===== config.mk =====
export PLATFORM = sky130hd
export DESIGN_NAME = lsu_be_aligner
export DESIGN_NICKNAME = d
export VERILOG_FILES = /design/src/rtl/lsu_be_pkg.sv /design/src/rtl/lsu_addr_gen.sv /design/src/rtl/lsu_store_lanes.sv /design/src/rtl/lsu_load_extract.sv /design/src/rtl/lsu_be_aligner.sv
export SDC_FILE = /design/constraint.sdc
export NUM_CORES = 1
export LEC_CHECK = 0
export BUFFER_PORTS_ARGS = -buffer_cell sky130_fd_sc_hd__buf_2
export CORE_UTILIZATION = 45
export CTS_BUF_LIST = sky130_fd_sc_hd__clkbuf_4 sky130_fd_sc_hd__clkbuf_8 sky130_fd_sc_hd__clkbuf_16
export DETAILED_ROUTE_END_ITERATION = 7
export PLACE_DENSITY = 0.84
export SLEW_MARGIN = 10
export SYNTH_ARGS = -nofsm -noshare
export SYNTH_HDL_FRONTEND = slang
export SYNTH_HIERARCHICAL = 1
export SYNTH_SLANG_ARGS = --single-unit

===== constraint.sdc =====
create_clock -name clk -period 7 [get_ports clk]
set_input_delay 0.7 -clock clk [delete_from_list [all_inputs] [get_ports clk]]
set_output_delay 0.7 -clock clk [all_outputs]
set_load 0.03 [all_outputs]

===== src/rtl/lsu_be_pkg.sv =====
package lsu_be_pkg;

   typedef enum logic [1:0] {
      SZ_BYTE = 2'b00,
      SZ_HALF = 2'b01,
      SZ_WORD = 2'b10,
      SZ_NONE = 2'b11
   } acc_size_e;

   typedef struct packed {
      logic      is_store;
      logic      is_unsigned;
      acc_size_e size;
   } lsu_op_t;

   typedef struct packed {
      logic       is_unsigned;
      acc_size_e  size;
      logic [1:0] ofs;
   } ld_ctx_t;

   function automatic logic op_legal(input lsu_op_t o);
      logic ok;
      ok = (o.size != SZ_NONE);
      if (o.is_store && o.is_unsigned) ok = 1'b0;
      if (o.is_unsigned && o.size == SZ_WORD) ok = 1'b0;
      return ok;
   endfunction

endpackage


===== src/rtl/lsu_addr_gen.sv =====
module lsu_addr_gen
   import lsu_be_pkg::*;
#(
   parameter int XLEN   = 32,
   parameter int DISP_W = 16
) (
   input  logic [XLEN-1:0]   base,
   input  logic [DISP_W-1:0] disp,
   input  acc_size_e         size,
   output logic [XLEN-1:0]   ea,
   output logic              misaligned
);
   localparam int EXT_W = XLEN - DISP_W;

   logic [XLEN-1:0] disp_x;

   generate
      if (EXT_W > 0) begin : g_sext
         assign disp_x = {{EXT_W{disp[DISP_W-1]}}, disp};
      end else begin : g_trunc
         assign disp_x = disp[XLEN-1:0];
      end
   endgenerate

   assign ea = base + disp_x;

   always_comb begin
      unique case (size)
         SZ_HALF: misaligned = ea[0];
         SZ_WORD: misaligned = |ea[1:0];
         default: misaligned = 1'b0;
      endcase
   end
endmodule


===== src/rtl/lsu_store_lanes.sv =====
module lsu_store_lanes
   import lsu_be_pkg::*;
#(
   parameter int XLEN = 32
) (
   input  acc_size_e          size,
   input  logic [1:0]         ofs,
   input  logic [XLEN-1:0]    src,
   output logic [XLEN/8-1:0]  be,
   output logic [XLEN-1:0]    lanes
);
   localparam int NL = XLEN / 8;

   generate
      for (genvar i = 0; i < NL; i++) begin : g_lane
         localparam int         LANE_OFS = NL - 1 - i;
         localparam logic [1:0] OFS_B    = LANE_OFS[1:0];
         always_comb begin
            unique case (size)
               SZ_BYTE: begin
                  be[i]          = (ofs == OFS_B);
                  lanes[8*i +: 8] = src[7:0];
               end
               SZ_HALF: begin
                  be[i]          = (ofs[1] == OFS_B[1]);
                  lanes[8*i +: 8] = OFS_B[0] ? src[7:0] : src[15:8];
               end
               SZ_WORD: begin
                  be[i]          = 1'b1;
                  lanes[8*i +: 8] = src[8*i +: 8];
               end
               default: begin
                  be[i]          = 1'b0;
                  lanes[8*i +: 8] = 8'h00;
               end
            endcase
         end
      end
   endgenerate
endmodule


===== src/rtl/lsu_load_extract.sv =====
module lsu_load_extract
   import lsu_be_pkg::*;
#(
   parameter int XLEN = 32
) (
   input  ld_ctx_t          ctx,
   input  logic [XLEN-1:0]  rdata,
   output logic [XLEN-1:0]  result
);
   localparam int NL = XLEN / 8;

   logic [7:0]  lane_b [NL];
   logic [7:0]  bsel;
   logic [15:0] hsel;

   generate
      for (genvar k = 0; k < NL; k++) begin : g_pick
         assign lane_b[k] = rdata[8*(NL-1-k) +: 8];
      end
   endgenerate

   assign bsel = lane_b[ctx.ofs];
   assign hsel = ctx.ofs[1] ? rdata[15:0] : rdata[31:16];

   always_comb begin
      unique case (ctx.size)
         SZ_BYTE: result = ctx.is_unsigned ? {{(XLEN-8){1'b0}}, bsel}
                                           : {{(XLEN-8){bsel[7]}}, bsel};
         SZ_HALF: result = ctx.is_unsigned ? {{(XLEN-16){1'b0}}, hsel}
                                           : {{(XLEN-16){hsel[15]}}, hsel};
         SZ_WORD: result = rdata;
         default: result = '0;
      endcase
   end
endmodule


===== src/rtl/lsu_be_aligner.sv =====
module lsu_be_aligner
   import lsu_be_pkg::*;
#(
   parameter int XLEN      = 32,
   parameter int DISP_W    = 16,
   parameter int LOAD_PIPE = 0
) (
   input  logic              clk,
   input  logic              rst_n,
   input  logic              req_valid,
   input  logic [3:0]        req_op,
   input  logic [XLEN-1:0]   req_base,
   input  logic [DISP_W-1:0] req_disp,
   input  logic [XLEN-1:0]   req_wdata,
   output logic [XLEN-1:0]   mem_addr,
   output logic              mem_ren,
   output logic [XLEN/8-1:0] mem_wen,
   output logic [XLEN-1:0]   mem_wdata,
   input  logic [XLEN-1:0]   mem_rdata,
   output logic              misalign,
   output logic              load_valid,
   output logic [XLEN-1:0]   load_data
);
   localparam int NL = XLEN / 8;

   generate
      if (XLEN != 32) begin : g_bad_xlen
         $error("lsu_be_aligner: XLEN must be 32");
      end
      if (DISP_W < 2 || DISP_W > XLEN) begin : g_bad_disp
         $error("lsu_be_aligner: DISP_W out of range");
      end
      if (LOAD_PIPE != 0 && LOAD_PIPE != 1) begin : g_bad_pipe
         $error("lsu_be_aligner: LOAD_PIPE must be 0 or 1");
      end
   endgenerate

   lsu_op_t         op;
   logic            legal;
   logic            raw_mis;
   logic            go;
   logic [NL-1:0]   be_raw;
   ld_ctx_t         ctx_q;
   logic            pend_q;
   logic [XLEN-1:0] ext_data;

   assign op    = lsu_op_t'(req_op);
   assign legal = op_legal(op);

   lsu_addr_gen #(.XLEN(XLEN), .DISP_W(DISP_W)) u_agen (
      .base       (req_base),
      .disp       (req_disp),
      .size       (op.size),
      .ea         (mem_addr),
      .misaligned (raw_mis)
   );

   lsu_store_lanes #(.XLEN(XLEN)) u_slane (
      .size  (op.size),
      .ofs   (mem_addr[1:0]),
      .src   (req_wdata),
      .be    (be_raw),
      .lanes (mem_wdata)
   );

   assign go       = req_valid && legal && !raw_mis;
   assign misalign = req_valid && legal && raw_mis;
   assign mem_ren  = go && !op.is_store;
   assign mem_wen  = (go && op.is_store) ? be_raw : '0;

   always_ff @(posedge clk) begin
      if (!rst_n) begin
         pend_q <= 1'b0;
         ctx_q  <= '0;
      end else begin
         pend_q <= mem_ren;
         if (mem_ren) begin
            ctx_q.is_unsigned <= op.is_unsigned;
            ctx_q.size        <= op.size;
            ctx_q.ofs         <= mem_addr[1:0];
         end
      end
   end

   lsu_load_extract #(.XLEN(XLEN)) u_lext (
      .ctx    (ctx_q),
      .rdata  (mem_rdata),
      .result (ext_data)
   );

   generate
      if (LOAD_PIPE == 1) begin : g_pipe
         logic            v_q;
         logic [XLEN-1:0] d_q;
         always_ff @(posedge clk) begin
            if (!rst_n) begin
               v_q <= 1'b0;
               d_q <= '0;
            end else begin
               v_q <= pend_q;
               d_q <= pend_q ? ext_data : '0;
            end
         end
         assign load_valid = v_q;
         assign load_data  = d_q;
      end else begin : g_direct
         assign load_valid = pend_q;
         assign load_data  = pend_q ? ext_data : '0;
      end
   endgenerate
endmodule


* Word-level counts from Yosys, hierarchy flattened
Cells that the tools add are included.
** Word-level totals
- Logic and storage cells :: 52
- Output and inout bits :: 103
- Bits of input ports :: 119
- Bits in registers :: 6
** Cells by class
- Add/subtract/negate cells :: 1
- Equal/unequal tests :: 8
- Muxes and demuxes :: 20
- Reduce and logical (&&, ||, !) cells :: 16
- Magnitude comparators :: 1
- Bitwise operators :: 2
** Operator list (count)
- $mux 32 :: 3
- $pmux 32 s3 :: 1
- $add 32x32->32 :: 1
- $pmux 8 s2 :: 2
- $mux 8 :: 3
- $pmux 8 s3 :: 1
- $bmux 8 s2 :: 1
- $mux 16 :: 1
- $pmux 1 s3 :: 4
- $eq 2x2->1 const B :: 4
- $logic_and 1x1->1 :: 7
- $eq 2x1->1 const B :: 3
- $logic_not 2->1 :: 3
- $reduce_or 2->1 :: 3
- $mux 4 :: 1
- $ge 3x3->1 const B :: 1
- $not 2->3 :: 1
- $reduce_or 3->1 :: 1
- $logic_not 1->1 :: 2
- $mux 1 :: 2
- $ne 2x2->1 const B :: 1
- $pmux 1 s2 :: 1
- $not 1->1 :: 1

* Depth between registers and ports, before layout
Gate-level depths: netlist of the first run.
- Word-level depth :: 7
- Mapped depth :: 9
- Mapped depth without buffers :: 9

* Hierarchy
The synthesis of the first run kept the hierarchy.
** Modules (own cells, without submodules)
- lsu_addr_gen :: cells each 266, instances 1, area each 1839.3 µm²
- lsu_load_extract :: cells each 118, instances 1, area each 892.1 µm²
- lsu_store_lanes :: cells each 91, instances 1, area each 561.8 µm²
- lsu_be_aligner :: cells each 70, instances 1, area each 519.2 µm²

* Least setup slack after synthesis of the first run
OpenSTA, ideal clock, no wires.
- Kind :: input -> output
- Start :: input req_base[0]
- End :: output mem_addr[26]
- Arrival time :: 3.254 ns
- Stages on the path :: 9
- Path buffers :: 0
- Setup slack :: 3.046 ns
- Cell sequence :: ha_1 fa_1 a21o_1 a211o_1 a211o_1 a21bo_2 nand2_1 nor2_1 a311oi_1
** Between the ends
- Cells in the longest elaborated chain, start to end :: 1
** Ends and longest elaborated chain
- from (decl) :: RTL line lsu_be_aligner.sv:12 : input logic [XLEN-1:0] req_base,
- $add 32x32->32 :: RTL line lsu_addr_gen.sv:25 : assign ea = base + disp_x;
- to (decl) :: RTL line lsu_be_aligner.sv:15 : output logic [XLEN-1:0] mem_addr,
No other way between the ends.

* Final worst setup path of the first run
Ends and elaborated chain as after synthesis.

==> summary.txt, run 1 <==
Status
  – Outcome: complete, no violations

Final layout
  – Diode count: 0
  – Register Area: 120 um^2
  – Fin nets: 891
  – Layout cells sized above 1: 0.353
  – Most common cell after layout, fill and taps aside: buf_2
  – Most frequent cells in the layout: buf_2 (221), nand2_1 (67), a21oi_1 (46), nor2_1 (46)
  – Area occupied by multi-input gates: 0.00340 mm^2
  – Area delta synth->final: 27.1%
  – Number of fill cells: 793

Synthesis
  – Synth Net Count: 703
  – Syn Area/Cell: 7.00 um^2
  – Yosys reg bits: 6
  – Post-synthesis async set-or-reset flop share: 0
  – Yosys cell types: 72
  – Mapped Cells: 545
  – EDFF count, synth: 0
  – Synth Flop Type: dfxtp_1
  – Seq/Total Area, Yosys: 0.0315
  – Synth area leader: ha_1
  – Post-Syn Area: 0.00381 mm^2
  – Synth area leaders: ha_1 (12%), nand2_1 (6.6%), and2_1 (6.2%)
  – Top cell type's share of synthesized area: 0.125
  – Synth warnings: 6

CTS
  – Clk slew on worst S/H paths: 0.03 ns
  – H-tree depth: 1
  – Postcts setup bufs: 0
  – Worst skew pair latency: 0.22 ns
  – CTS tree: yes
  – Max clock buf depth: 2
  – Num CTS Buffers: 3
  – Post-CTS Hold Buffers: 0
  – TritonCTS Sinks: 6
  – Post_cts resized: 0
  – CTS root buffer: clkbuf_8

STA
  – Setup-failing EPs final: 0
  – Unrepaired setup endpoints after global routing: no
  – Peak Freq: 250 MHz
  – Skew final: 0 ns
  – Relative slew slack: 0.317
  – Fin crit share: 0.572
  – Worst-margin pin slew: 1.02 ns
  – Fin. Hold Viols: 0
  – Minimum clock period: 4.00 ns
  – Setup TNS: 0 ns
  – Pins over their slew limit: 0

Setup path
  – CP endpoint: mem_addr[26]
  – Worst Path Required: 6.30 ns
  – Startpoint types: input pin
  – RR Startpoint: ctx_q[4]$_SDFFE_PN0P_
  – Maximum fanout along the worst path: 4
  – R2r worst-path depth: 2
  – CP Class: input pin to output port
  – RR Endpoint: ctx_q[4]$_SDFFE_PN0P_
  – Worst reg-to-reg setup slack: 5.69 ns
  – Arrival @ worst endpoint: 3.30 ns
  – CP endpoint kind: output port
  – Crit path launch: req_base[0]

Pwr
  – Tot Pwr: 0.000618 W
  – Static Leakage: 2.41 nW
  – Peak VDD IR: 0.0811 mV
  – PD cells: 128 mW/mm^2

Global routing
  – GR Overflow Total: 0
  – Pin count of the biggest net entering global routing: 34
  – Antenna violations before repair: 0
  – Vias in the first global route: 4136
  – Tot GR Track Use: 0.262
  – First-pass GRT wire length: 19100 um

Die
  – Initial Util: 0.464
  – Die width: 94.0 um
  – Die H: 94.0 um
  – Die area: 0.00884 mm^2
  – Num rows: 33
  – I/O Pins: 222
  – CORE AREA: 0.00822 mm^2

Min path
  – Tightest Hold Check Type: register to register

Routing
  – Metal2 WL: 6260 um
  – Routed Antenna Nets: 0
  – DRC viols: 0
  – Initial DRC count: 226
  – Final WL: 12700 um
  – Via count: 4891
  – WL met1: 5420 um
  – DR WL/cell: 15.2 um
  – Met3 wire length: 910 um
  – 1st-pass router iterations: 6
  – DR top layer: met4
  – Post-DR vias/cell: 5.85

Placed design
  – PortBufs: 221
  – DP HPWL: 10200 um
  – RD Place Congestion: 0.960

Run
  – Max-Cap Viols: 0
## cell type report
type / count / area share
Multi-Input combinational cell: 490 / 0.702
Sequential cell: 6 / 0.0248
Tap cell: 105 / 0.0271
Inverter: 10 / 0.00775
Clock buffer: 3 / 0.00852
Timing Repair Buffer: 222 / 0.230
## cells in the mapped netlist (2+ instances only)
master and count:
or3_1 2, buf_6 11, nand2_1 67, a22o_1 5
buf_4 2, xor2_1 10, nand3b_1 4, a222oi_1 8
ha_1 38, o21a_1 2, a31oi_1 4, o21bai_1 6
nor3_1 6, xnor2_1 19, o21ai_1 12, o22ai_1 5
a211oi_1 2, nor2_1 46, inv_1 10, nand3_1 9
and2_1 38, nand2b_1 7, a22oi_1 19, nor2b_1 13
a221o_1 2, o211ai_1 11, o21ai_0 22, a21boi_0 2
o31ai_1 6, mux2_2 9, a21o_1 11, a211o_1 2
o211ai_2 10, a311oi_1 2, o2111ai_1 2, dfxtp_1 6
a21oi_1 46, clkbuf_1 15, buf_2 9, nand4_1 4
mux2i_1 8, nor4_1 3
## sequential cells by signal, indices dropped and copies added (netlist names)
signal	cells
ctx_q	5
load_valid	1
## how the worst min path moves through the flow
stage,startpoint,to,slack (ns),cells after the start
after global placement,ctx_q[0]$_SDFFE_PN0P_,ctx_q[0]$_SDFFE_PN0P_,0.61,2
after global routing,ctx_q[0]$_SDFFE_PN0P_,ctx_q[0]$_SDFFE_PN0P_,0.69,2
after floorplan,ctx_q[0]$_SDFFE_PN0P_,ctx_q[0]$_SDFFE_PN0P_,0.45,2
after CTS,ctx_q[0]$_SDFFE_PN0P_,ctx_q[0]$_SDFFE_PN0P_,0.63,2
final,ctx_q[0]$_SDFFE_PN0P_,ctx_q[0]$_SDFFE_PN0P_,0.63,2
after detailed placement,ctx_q[0]$_SDFFE_PN0P_,ctx_q[0]$_SDFFE_PN0P_,0.63,2
## critical path, cell delays in order
cell	delay, ns
buf_2	0.10
ha_1	0.21
fa_1	0.40
a21o_1	0.21
a211o_1	0.32
a211o_1	0.30
a21bo_2	0.22
nand2_1	0.16
nor2_1	0.06
a311oi_1	0.35
buf_2	0.27
## metrics by stage
step	util	instance area, um^2	hold WS [ns]	instances	setup slack (ns)
6_report	0.590	4850	0.629	836	3.00
3_5_place_dp	0.585	4800	0.632	833	3.06
2_1_floorplan	-	3810	0.447	545	3.05
5_1_grt	0.590	4850	0.685	836	2.89
3_3_place_gp	0.585	4800	0.612	833	3.11
4_1_cts	0.590	4850	0.634	836	3.06
## report_power, final
part	internal [W]	switching, W
Sequential	0.0000360	0.00000908
Clock	0.0000368	0.0000135
Combinational	0.000189	0.000333
## cells by family after synthesis
kind of cell,Yosys count,synth area share
muxes,17,0.0476
DFF,6,0.0315
AOI/OAI and AO/OA,195,0.371
buffers and inverters,49,0.0761
adders and majority gates,39,0.130
and+or+nand+nor,210,0.277
xor gates and xnor gates,29,0.0666
## layer usage
| metal | vias to the layer above | track usage |
|---|---|---|
| met1 | 2254 | 0.337 |
| met3 | 20 | 0.0405 |
| met2 | 230 | 0.462 |
| li1 | 2387 | - |
| met5 | - | 0 |
| met4 | 0 | 0.0474 |
(Power assumes the default switching activity.)
==> inputs of run 2 (changes only) <==
==> constraint.sdc (replaced) <==
create_clock -name clk -period 4.1 [get_ports clk]
set_input_delay 0.41 -clock clk [delete_from_list [all_inputs] [get_ports clk]]
set_output_delay 0.41 -clock clk [all_outputs]
set_load 0.03 [all_outputs]
==> summary.txt, run 2 (synthesis gave the netlist of run 1 again) <==
CTS
  – Max clock buf depth: 2
  – Postcts setup bufs: 0
  – CTS root buffer: clkbuf_8
  – Post-CTS Hold Buffers: 0
  – H-tree depth: 1
  – Worst skew pair latency: 0.22 ns
  – TritonCTS Sinks: 6
  – Clk slew on worst S/H paths: 0.03 ns
  – Num CTS Buffers: 3
  – CTS tree: yes
  – Post_cts resized: 0

Global routing
  – Antenna violations before repair: 0
  – GR Overflow Total: 0
  – Tot GR Track Use: 0.261
  – Vias in the first global route: 4221
  – Pin count of the biggest net entering global routing: 34
  – First-pass GRT wire length: 19100 um

Run
  – Max-Cap Viols: 0

Routing
  – DR WL/cell: 15.0 um
  – 1st-pass router iterations: 6
  – DRC viols: 0
  – Post-DR vias/cell: 5.81
  – Initial DRC count: 205
  – Routed Antenna Nets: 0
  – Via count: 4870
  – Final WL: 12500 um

STA
  – Worst-margin pin slew: 0.890 ns
  – Setup-failing EPs final: 0
  – Relative slew slack: 0.407
  – Minimum clock period: 3.36 ns
  – Final hold slack: 0.513 ns
  – Unrepaired setup endpoints after global routing: no
  – Fin. Hold Viols: 0
  – Peak Freq: 298 MHz
  – Skew final: 0 ns
  – Pins over their slew limit: 0
  – Fin crit share: 0.819
  – Setup TNS: 0 ns

Die
  – I/O Pins: 222
  – CORE AREA: 0.00822 mm^2
  – Die width: 94.0 um
  – Num rows: 33
  – Die area: 0.00884 mm^2
  – Die H: 94.0 um
  – Initial Util: 0.464

Status
  – Outcome: complete, no violations

Setup path
  – CP endpoint kind: output port
  – Critical Path Slowest Stage Cell: fa_1
  – Critical Path Max Stage Delay: 0.41 ns
  – CP Class: input pin to output port
  – Critical path buffer and inverter count: 2
  – Maximum fanout along the worst path: 4
  – Arrival @ worst endpoint: 2.95 ns
  – Startpoint types: input pin
  – Top cell family by delay on the critical path: compound AO/OA/AOI/OAI gates
  – Worst Path Required: 3.69 ns
  – CP Cell Sequence: buf_2 -> ha_1 -> fa_1 -> a21o_1 -> a211o_1 -> a211o_1 -> a21bo_2 -> nand2_1 -> nor2_1 -> a311oi_1 -> buf_2

Final layout
  – Post-route cell area: 0.00486 mm^2
  – Max reg flops: 5
  – Number of fill cells: 771
  – Most common cell after layout, fill and taps aside: buf_2
  – Layout cells sized above 1: 0.355
  – Register with the highest flop count: ctx_q
  – Fin nets: 893
  – Most frequent cells in the layout: buf_2 (221), nand2_1 (67), a21oi_1 (46), nor2_1 (46)
  – Diode count: 0
  – Area delta synth->final: 27.5%

Pwr
  – Flop pwr share: 0.066
  – Psw: 0.000603 W
  – Combinational Power Share: 0.852
  – Peak VDD IR: 0.134 mV
  – Clock share of power: 0.082
  – Switch share: 0.574
  – Power Internal: 0.000448 W
  – PD cells: 216 mW/mm^2
  – Static Leakage: 2.43 nW

Min path
  – Tightest Hold Check Type: input pin to register

Placed design
  – DP HPWL: 10100 um
  – RD Place Congestion: 0.950
  – Area after DPL: 0.00482 mm^2
  – PortBufs: 221
[run 2: layout make-up]
class,instances,area (um^2),share of cell area
clock buffers,3,41.3,0.00849
inverters,10,37.5,0.00772
multi-input cells,490,3400,0.700
flip-flops and latches,6,120,0.0247
well taps,105,131,0.0270
repair buffers,224,1130,0.232
[run 2: tightest hold or removal path: stages]
cell and delay (ns):
buf_2 0.14, nand2_1 0.07, mux2i_1 0.06
[run 2: final timing paths]
check | start | slack [ns] | to | cells past startpoint
max | req_base[0] | 0.74 | mem_addr[26] | 11
min reg2reg | ctx_q[0]$_SDFFE_PN0P_ | 0.65 | ctx_q[0]$_SDFFE_PN0P_ | 2
min | req_op[2] | 0.51 | ctx_q[4]$_SDFFE_PN0P_ | 3
max reg2reg | ctx_q[3]$_SDFFE_PN0P_ | 3.10 | ctx_q[3]$_SDFFE_PN0P_ | 2
[run 2: power groups by stage]
stage	sequential [W]	clock [W]	combinational (W)
after detailed placement	0.0000702	0	0.000886
after global placement	0.0000700	0	0.000873
after floorplan	0.0000655	0	0.000654
after CTS	0.0000694	0.0000892	0.000890
final	0.0000693	0.0000865	0.000896
after global routing	0.0000704	0.0000923	0.000963
[run 2: per-layer routing]
layer / GRT usage / vias up / part of all wire
met2: 0.460 / 234 / 0.48
met4: 0.0705 / 0 / 0.019
li1: - / 2394 / -
met1: 0.333 / 2218 / 0.43
met3: 0.0299 / 24 / 0.070
met5: 0 / - / 0
[run 2: through the flow]
step | util | total power, W | setup slack, ns | cells
floorplan | - | 0.000720 | 0.726 | 545
global route | 0.592 | 0.00113 | 0.649 | 838
global placement | 0.587 | 0.000943 | 0.792 | 835
finish | 0.592 | 0.00105 | 0.742 | 838
CTS | 0.592 | 0.00105 | 0.760 | 838
detailed placement | 0.587 | 0.000956 | 0.751 | 835
